### src/rtl/bank_map_pkg.sv
package bank_map_pkg;

  localparam int REGION_W = 4;
  localparam int RGN_DRAM = 0;
  localparam int RGN_ROM  = 1;
  localparam int RGN_MMIO = 2;
  localparam int RGN_NONE = 3;

  typedef enum logic [3:0] {
    CMD_IDLE     = 4'd0,
    CMD_LOW_DRAM = 4'd1,
    CMD_TOP_DRAM = 4'd2,
    CMD_LOW_ROM  = 4'd3,
    CMD_TOP_MMIO = 4'd4,
    CMD_DEFAULT  = 4'd5,
    CMD_INH_ON   = 4'd6,
    CMD_INH_OFF  = 4'd7,
    CMD_IRQ_ON   = 4'd8,
    CMD_IRQ_OFF  = 4'd9
  } map_cmd_t;

  typedef struct packed {
    logic low_rom;
    logic top_mmio;
    logic inhibit;
    logic irq_en;
  } map_state_t;

endpackage

### src/rtl/bmap_port_decode.sv
module bmap_port_decode
  import bank_map_pkg::*;
#(
  parameter int IO_AW = 8,
  parameter logic [IO_AW-1:0] PORT_BASE = 8'hE0
) (
  input  logic             clk,
  input  logic             rst_n,
  input  logic [IO_AW-1:0] io_addr,
  input  logic             iorq_n,
  input  logic             rd_n,
  input  logic             wr_n,
  output map_cmd_t         cmd
);

  localparam int NPORTS = 8;
  localparam int OFF_W  = $clog2(NPORTS);

  logic             wr_q, rd_q;
  logic             wr_seen, rd_seen;
  logic             wr_first, rd_first;
  logic [IO_AW-1:0] off_full;
  logic             hit;
  logic [OFF_W-1:0] off;

  assign wr_q     = !iorq_n && !wr_n;
  assign rd_q     = !iorq_n && !rd_n;
  assign wr_first = wr_q && !wr_seen;
  assign rd_first = rd_q && !rd_seen;

  // Remember that the current bus cycle has already been acted on.
  always_ff @(posedge clk or negedge rst_n) begin
    if (!rst_n) begin
      wr_seen <= 1'b0;
      rd_seen <= 1'b0;
    end else begin
      wr_seen <= wr_q;
      rd_seen <= rd_q;
    end
  end

  assign off_full = io_addr - PORT_BASE;
  assign hit      = (off_full < IO_AW'(NPORTS));
  assign off      = off_full[OFF_W-1:0];

  always_comb begin
    cmd = CMD_IDLE;
    if (hit && wr_first) begin
      unique case (off)
        3'd0: cmd = CMD_LOW_DRAM;
        3'd1: cmd = CMD_TOP_DRAM;
        3'd2: cmd = CMD_LOW_ROM;
        3'd3: cmd = CMD_TOP_MMIO;
        3'd4: cmd = CMD_DEFAULT;
        3'd5: cmd = CMD_INH_ON;
        3'd6: cmd = CMD_INH_OFF;
        default: cmd = CMD_IRQ_ON;
      endcase
    end else if (hit && rd_first && off == OFF_W'(NPORTS - 1)) begin
      cmd = CMD_IRQ_OFF;
    end
  end

endmodule

### src/rtl/bmap_state.sv
module bmap_state
  import bank_map_pkg::*;
(
  input  logic       clk,
  input  logic       rst_n,
  input  map_cmd_t   cmd,
  output map_state_t st
);

  always_ff @(posedge clk or negedge rst_n) begin
    if (!rst_n) begin
      st.low_rom  <= 1'b1;
      st.top_mmio <= 1'b1;
      st.inhibit  <= 1'b0;
      st.irq_en   <= 1'b0;
    end else begin
      unique case (cmd)
        CMD_LOW_DRAM: st.low_rom  <= 1'b0;
        CMD_LOW_ROM:  st.low_rom  <= 1'b1;
        CMD_TOP_DRAM: st.top_mmio <= 1'b0;
        CMD_TOP_MMIO: st.top_mmio <= 1'b1;
        CMD_DEFAULT: begin
          st.low_rom  <= 1'b1;
          st.top_mmio <= 1'b1;
        end
        CMD_INH_ON:  st.inhibit <= 1'b1;
        CMD_INH_OFF: st.inhibit <= 1'b0;
        CMD_IRQ_ON:  st.irq_en  <= 1'b1;
        CMD_IRQ_OFF: st.irq_en  <= 1'b0;
        default: ;
      endcase
    end
  end

endmodule

### src/rtl/bmap_region.sv
module bmap_region
  import bank_map_pkg::*;
#(
  parameter int MEM_AW = 16,
  parameter logic [MEM_AW-1:0] LOW_LAST  = 16'h0FFF,
  parameter logic [MEM_AW-1:0] TOP_FIRST = 16'hD000
) (
  input  logic                mem_req_n,
  input  logic [MEM_AW-1:0]   mem_addr,
  input  map_state_t          st,
  output logic [REGION_W-1:0] region_sel
);

  logic in_low, in_top;
  logic [REGION_W-1:0] low_code, top_code;

  assign in_low = (mem_addr <= LOW_LAST);
  assign in_top = (mem_addr >= TOP_FIRST);

  always_comb begin
    low_code = '0;
    top_code = '0;
    low_code[st.low_rom ? RGN_ROM : RGN_DRAM] = 1'b1;
    if (st.inhibit)       top_code[RGN_NONE] = 1'b1;
    else if (st.top_mmio) top_code[RGN_MMIO] = 1'b1;
    else                  top_code[RGN_DRAM] = 1'b1;
  end

  always_comb begin
    region_sel = '0;
    if (!mem_req_n) begin
      if (in_low)      region_sel = low_code;
      else if (in_top) region_sel = top_code;
      else             region_sel[RGN_DRAM] = 1'b1;
    end
  end

endmodule

### src/rtl/bank_mapper_top.sv
module bank_mapper_top
  import bank_map_pkg::*;
#(
  parameter int IO_AW  = 8,
  parameter int MEM_AW = 16,
  parameter logic [IO_AW-1:0]  PORT_BASE = 8'hE0,
  parameter logic [MEM_AW-1:0] LOW_LAST  = 16'h0FFF,
  parameter logic [MEM_AW-1:0] TOP_FIRST = 16'hD000
) (
  input  logic                clk,
  input  logic                rst_n,
  input  logic [IO_AW-1:0]    io_addr,
  input  logic                iorq_n,
  input  logic                rd_n,
  input  logic                wr_n,
  input  logic                mem_req_n,
  input  logic [MEM_AW-1:0]   mem_addr,
  output logic [REGION_W-1:0] region_sel,
  output logic                irq_en
);

  map_cmd_t   cmd;
  map_state_t st;

  bmap_port_decode #(.IO_AW(IO_AW), .PORT_BASE(PORT_BASE)) u_dec (
    .clk(clk), .rst_n(rst_n), .io_addr(io_addr),
    .iorq_n(iorq_n), .rd_n(rd_n), .wr_n(wr_n), .cmd(cmd)
  );

  bmap_state u_state (
    .clk(clk), .rst_n(rst_n), .cmd(cmd), .st(st)
  );

  bmap_region #(.MEM_AW(MEM_AW), .LOW_LAST(LOW_LAST), .TOP_FIRST(TOP_FIRST)) u_rgn (
    .mem_req_n(mem_req_n), .mem_addr(mem_addr), .st(st), .region_sel(region_sel)
  );

  assign irq_en = st.irq_en;

endmodule

### config.mk
export PLATFORM = sky130hd
export DESIGN_NAME = bank_mapper_top
export DESIGN_NICKNAME = d
export VERILOG_FILES = /design/src/rtl/bank_map_pkg.sv /design/src/rtl/bmap_port_decode.sv /design/src/rtl/bmap_state.sv /design/src/rtl/bmap_region.sv /design/src/rtl/bank_mapper_top.sv
export SDC_FILE = /design/constraint.sdc
export NUM_CORES = 1
export LEC_CHECK = 0
export BUFFER_PORTS_ARGS = -buffer_cell sky130_fd_sc_hd__buf_2
export CAP_MARGIN = 5
export CORE_AREA = 2 2 39 41
export CTS_CLUSTER_SIZE = 20
export DETAILED_ROUTE_END_ITERATION = 10
export DIE_AREA = 0 0 41 43
export MAX_ROUTING_LAYER = met4
export PLACE_DENSITY = 0.79
export SLEW_MARGIN = 5
export SYNTH_ARGS = -nofsm -noshare
export SYNTH_HDL_FRONTEND = slang
export SYNTH_HIERARCHICAL = 1
export SYNTH_SLANG_ARGS = --single-unit
### constraint.sdc
create_clock -name clk -period 1.8 [get_ports clk]
set_clock_uncertainty 0.05 [all_clocks]
set_input_delay 0.18 -clock clk [delete_from_list [all_inputs] [get_ports clk]]
set_output_delay 0.18 -clock clk [all_outputs]
set_load 0.02 [all_outputs]
Word-level counts from Yosys, hierarchy flattened:

Index checks and enable logic that the tools add are counted.

* $add $sub $neg: 1
* order comparisons: 5
* equality and inequality tests: 16
* multiplexer cells: 19
* reduce and logical (&&, ||, !) cells: 20

Operators with widths (number)
* 32-bit by 1-bit greater-or-equal comparator with 1-bit output, second input constant: 1
* 32-bit by 4-bit less-than comparator with 1-bit output, second input constant: 1
* 4-bit case mux with 7 select lines: 1
* 4-bit by 3-bit equality test with 1-bit output, second input constant: 4
* 16-bit greater-or-equal comparator, second input constant: 1
* 16-bit by 12-bit less-or-equal comparator with 1-bit output, second input constant: 1
* 4-bit 2-to-1 mux: 4
* 3-bit equality test, second input constant: 4
* 4-bit by 2-bit equality test with 1-bit output, second input constant: 2
* 4-bit equality test, second input constant: 2
* 1-bit logical AND: 8
* 8-bit by 4-bit less-than comparator with 1-bit output, second input constant: 1
* 1-bit 2-to-1 mux: 8
* 1-bit case mux with 2 select lines: 4
* 2-bit nonzero test: 4
* 8-bit subtractor, second input constant: 1
* 3-bit by 2-bit equality test with 1-bit output, second input constant: 2
* 1-bit zero test: 5
* 4-bit by 1-bit equality test with 1-bit output, second input constant: 1
* 2-bit OR reduction: 2
* 3-bit by 1-bit equality test with 1-bit output, second input constant: 1
* 3-bit zero test: 1
* 3-bit 2-to-1 mux: 1
* 1-bit demux with 2-bit select: 1

* flip-flop bits (word level): 6
* output and inout bits: 5
* word-level logic and storage cells: 67

Longest topological paths before layout:

* depth in word-level cells: 10
* gate-level depth with buffers: 7

Modules after synthesis:

The synthesis kept the hierarchy.

By module, submodules not included
* bmap_state: instances 1, cells an instance 19, area each 193.9 sq um, seq. area each 102.6 sq um
* bmap_port_decode: instances 1, cells an instance 21, area each 192.7 sq um, seq. area each 50.0 sq um
* bmap_region: instances 1, cells an instance 9, area each 63.8 sq um, seq. area each 0.0 sq um

Least setup slack after synthesis:

OpenSTA, ideal clock, no wires.

* path kind: input -> register
* start point: in io_addr[5]
* end point: reg u_state/st[1] (netlist name)
* arrival time: 1.601 ns
* required time: 1.620 ns
* slack: 0.019 ns
* stages: 7
* cells stage by stage: ha_1 > nor4b_4 > nand2_1 > nor3_1 > nor2b_4 > nand2_2 > mux2i_1

* elaborated cells between the ends (all ways): 11
* classes of those cells: add/sub (1); order compare (1); eq/ne (2); mux (3); reduce/logical (4)

RTL lines
* start, declared: RTL line bank_mapper_top.sv:12 `input logic [IO_AW-1:0] io_addr,`
* 8-bit subtractor *: RTL line bmap_port_decode.sv:42 `assign off_full = io_addr - PORT_BASE;`
* 8-bit by 4-bit less-than comparator with 1-bit output *: RTL line bmap_port_decode.sv:43 `assign hit = (off_full < IO_AW'(NPORTS));`
* 1-bit logical AND *: RTL line bmap_port_decode.sv:48 `if (hit && wr_first) begin`
* 4-bit 2-to-1 mux *: RTL line bmap_port_decode.sv:48
* net cmd[2]: RTL line bank_mapper_top.sv:22 `map_cmd_t cmd;`
* 4-bit by 3-bit equality test with 1-bit output: RTL line bmap_state.sv:17 `unique case (cmd)`
* 1-bit case mux with 2 select lines / 2-bit nonzero test (equally long branches)

Mark *: on every way through the listed nets, which the timed path passes. The rest lies on a longest branch.
A chain may end at the register's enable or synchronous reset.

Worst setup path in the final report:

* start point: in io_addr[5]
* end point: reg u_state/st[0] (netlist name)

* elaborated cells between the ends (all ways): 11
* classes of those cells: add/sub (1); order compare (1); eq/ne (2); mux (3); reduce/logical (4)

RTL lines (RTL line)
* 8-bit subtractor *: bmap_port_decode.sv:42
* 8-bit by 4-bit less-than comparator with 1-bit output *: bmap_port_decode.sv:43
* 1-bit logical AND *: bmap_port_decode.sv:48
* 4-bit 2-to-1 mux *: bmap_port_decode.sv:48
* net cmd[2]: bank_mapper_top.sv:22
* 4-bit equality test: bmap_state.sv:17
* 1-bit case mux with 2 select lines / 2-bit nonzero test (equally long branches)

Marks and branches as above.

==> flow_summary.yaml <==
outcome:
  status: "completed"
routing:
  detail-route-antenna-nets: 0
  wire_per_inst_um: 11.3
  drtPass1Iterations: 4
  viasPerCell: 5.04
  wirelength_mm: 1.09
  num_vias: 484
  drcViolationCount: 0
  drt_iter0_markers: 7
cts:
  cts_tree: "yes"
  cts_root_buf: "clkbuf_4"
  cts.htree.levels: 1
  clk_latency_ps: 250
  clk_pin_slew_ps: 50
  cts_sinks: 6
  cts_max_path_buffers: 2
  cts_made_buffers: 3
worst_setup_path:
  crit_slowest_cell: "ha_1"
  required_ps: 1920
  cp_cell_sequence: "buf_2 -> ha_1 -> nor4b_4 -> nand2_1 -> nor3_1 -> buf_4 -> nor2_1 -> nand2_1 -> mux2i_1"
  start_kind: "input pin"
  max_stage_delay_ps: 320
  critPathBufInv: 2
  end_kind: "register"
  crit_top_cell: "nand2_1"
  critPathKind: "input pin to register"
  path_delay_family: "simple AND/OR/NAND/NOR gates"
  cp.arrival_ps: 1750
  critPathMaxFanout: 3
synth:
  synth_edf_count: 0
  seq_area_frac_synth_pct: 33.9
  syn_area_um2: 450
  yosys_most_used_dff: "dfrtp_1"
  yosys.area_share.simple_pct: 38.1
  synth_top_area_share_pct: 22.2
  yosysUniqueCellTypes: 26
  ys_seq_elements: 6
  synth_compound_area_share_pct: 13.3
  yosysTopAreaCell: "dfrtp_1"
  synth.top_cells.by_area: "dfrtp_1, dfstp_2, nor2_1"
  post_synth_fa_ha_maj_area_fraction_pct: 2.78
  yosysWarnings: 6
  syn-num-nets: 80
  synth_top_family_by_area: "simple AND/OR/NAND/NOR gates"
  synthMuxAreaShare_pct: 4.44
  syn_inst: 49
  synthArstFlopShare_pct: 100
  postSynthAreaPerCell_um2: 9.19
  synth_xor_area_share_pct: 5.83
floorplanning:
  row_count: 14
  core_region_area_um2: 1380
  initial_core_util_pct: 32.5
  die_width_um: 41
  dieHeight_um: 43
  io_pins: 35
  dieArea_um2: 1760
timing:
  rsz0062_at_grt: "false"
  slew_violations: 0
  setup_ws_ps: 162
  finalHoldViolations: 0
  setup_viol: 0
  max_freq_mhz: 610
  relSlewSlack_pct: 81.3
  fin_crit_ps: 1640
  fin_crit_sh_pct: 91.0
  worst_pin_slew_ps: 279
power_and_ir_drop:
  total_power_w: 0.000362
  p_leak_nw: 0.325
  powerDensity_nw_per_um2: 557
  irDropWorstVdd_mv: 0.348
placement:
  dp_slack_ps: -105
  place_congestion: 0.759
  io_buffers: 22
final_layout:
  final_util_pct: 47.0
  syn_to_final_growth_pct: 44.4
  antennaDiodeCount: 0
  fin_nets: 113
  drive_gt1_share_pct: 47.5
run:
  max-cap-violations: 0
min_path:
  hold_class: "input pin to register"
global_route:
  grt_max_degree: 7
  antenna_found_initial: 0
  grt_pass1_vias: 470
  grt_pass1_wl_mm: 1.77
  grt_use_total_pct: 15.4
  grt_overflow_total: 0
## cell type report
type                       count  area [um^2]
multi-input combinational     41          290
fill                         143          733
tap                           16         20.0
inverter                       2         7.51
timing repair buffer          28          158
clock buffer                   3         22.5
sequential                     6          153
## report_power, final
group / internal, W / total (W) / switching, W / leakage [nW]
combinational: 0.0000384 / 0.0000763 / 0.0000379 / 0.247
sequential: 0.000150 / 0.000159 / 0.00000856 / 0.0640
clock: 0.0000756 / 0.000127 / 0.0000514 / 0.0138
## path summary, 6_finish.rpt
path,startpoint,to,slack [ps],cells past startpoint
worst max-delay path,io_addr[5],u_state/st[0],160,9
worst min register to register,u_state/st[2],u_state/st[2],470,2
max in group asynchronous,rst_n,u_state/st[3],1230,2
min in group asynchronous,rst_n,u_dec/wr_seen,240,2
worst min-delay path,rd_n,u_dec/rd_seen,50,2
worst max register to register,u_dec/wr_seen,u_state/st[0],210,6
## cell usage after synthesis, drive strengths merged (2+ instances only)
library cell,instances
a21oi,3
dfrtp,4
nand2,6
nor3,4
xnor2,2
nor2,8
mux2i,2
nor4,2
inv,2
dfstp,2
nor2b,2
nor4b,2
## stage by stage
stage	cell area, um^2	hold WS [ps]	TNS (ps)	instances
CTS	651	34.5	0	96
floorplan	450	-166	0	49
global route	651	25.6	0	96
global placement	618	-38.8	-115	92
detailed placement	618	-37.9	-207	92
finish	651	48.8	0	96
## state kept, by name, indices dropped and copies added (netlist names)
register and cells:
u_dec/rd_seen 1, u_dec/wr_seen 1, u_state/st 4
## kinds of logic (layout without fill, tap and decap cells)
kind of cell	count (synthesis)	count (layout)
simple gates	27	27
compound gates	8	8
flops	6	6
xor+xnor	3	3
mux	2	2
buf+inv	2	33
fa+ha+maj	1	1
## routing by layer
layer	part of all wire (%)	GRT usage, %	vias to the layer above
met3	6.2	5.76	4
met2	53	26.3	23
li1	-	-	241
met1	38	13.2	216
met5	0	-	-
met4	2.7	8.67	0
## cell usage in the layout (no fill, tap or decap), types with 2 or more instances in the layout
| master | Yosys | final |
|---|---|---|
| dfstp_2 | 2 | 2 |
| buf_4 | 0 | 5 |
| clkbuf_4 | 0 | 3 |
| a21oi_1 | 3 | 3 |
| inv_1 | 2 | 2 |
| dfrtp_1 | 4 | 4 |
| nor2_1 | 8 | 8 |
| nor3_1 | 4 | 4 |
| mux2i_1 | 2 | 2 |
| nand2_1 | 5 | 5 |
| buf_2 | 0 | 22 |
| xnor2_1 | 2 | 2 |
## repair_timing
| item | in CTS | in global routing |
|---|---|---|
| hold buffers | 1 | 0 |
| buffers inserted | 0 | 0 |
| gates resized for setup | 0 | 0 |
| hold endpoints to repair | 6 | 0 |
| setup endpoints to repair | 0 | 0 |
Power figures use the tool's default switching activity.
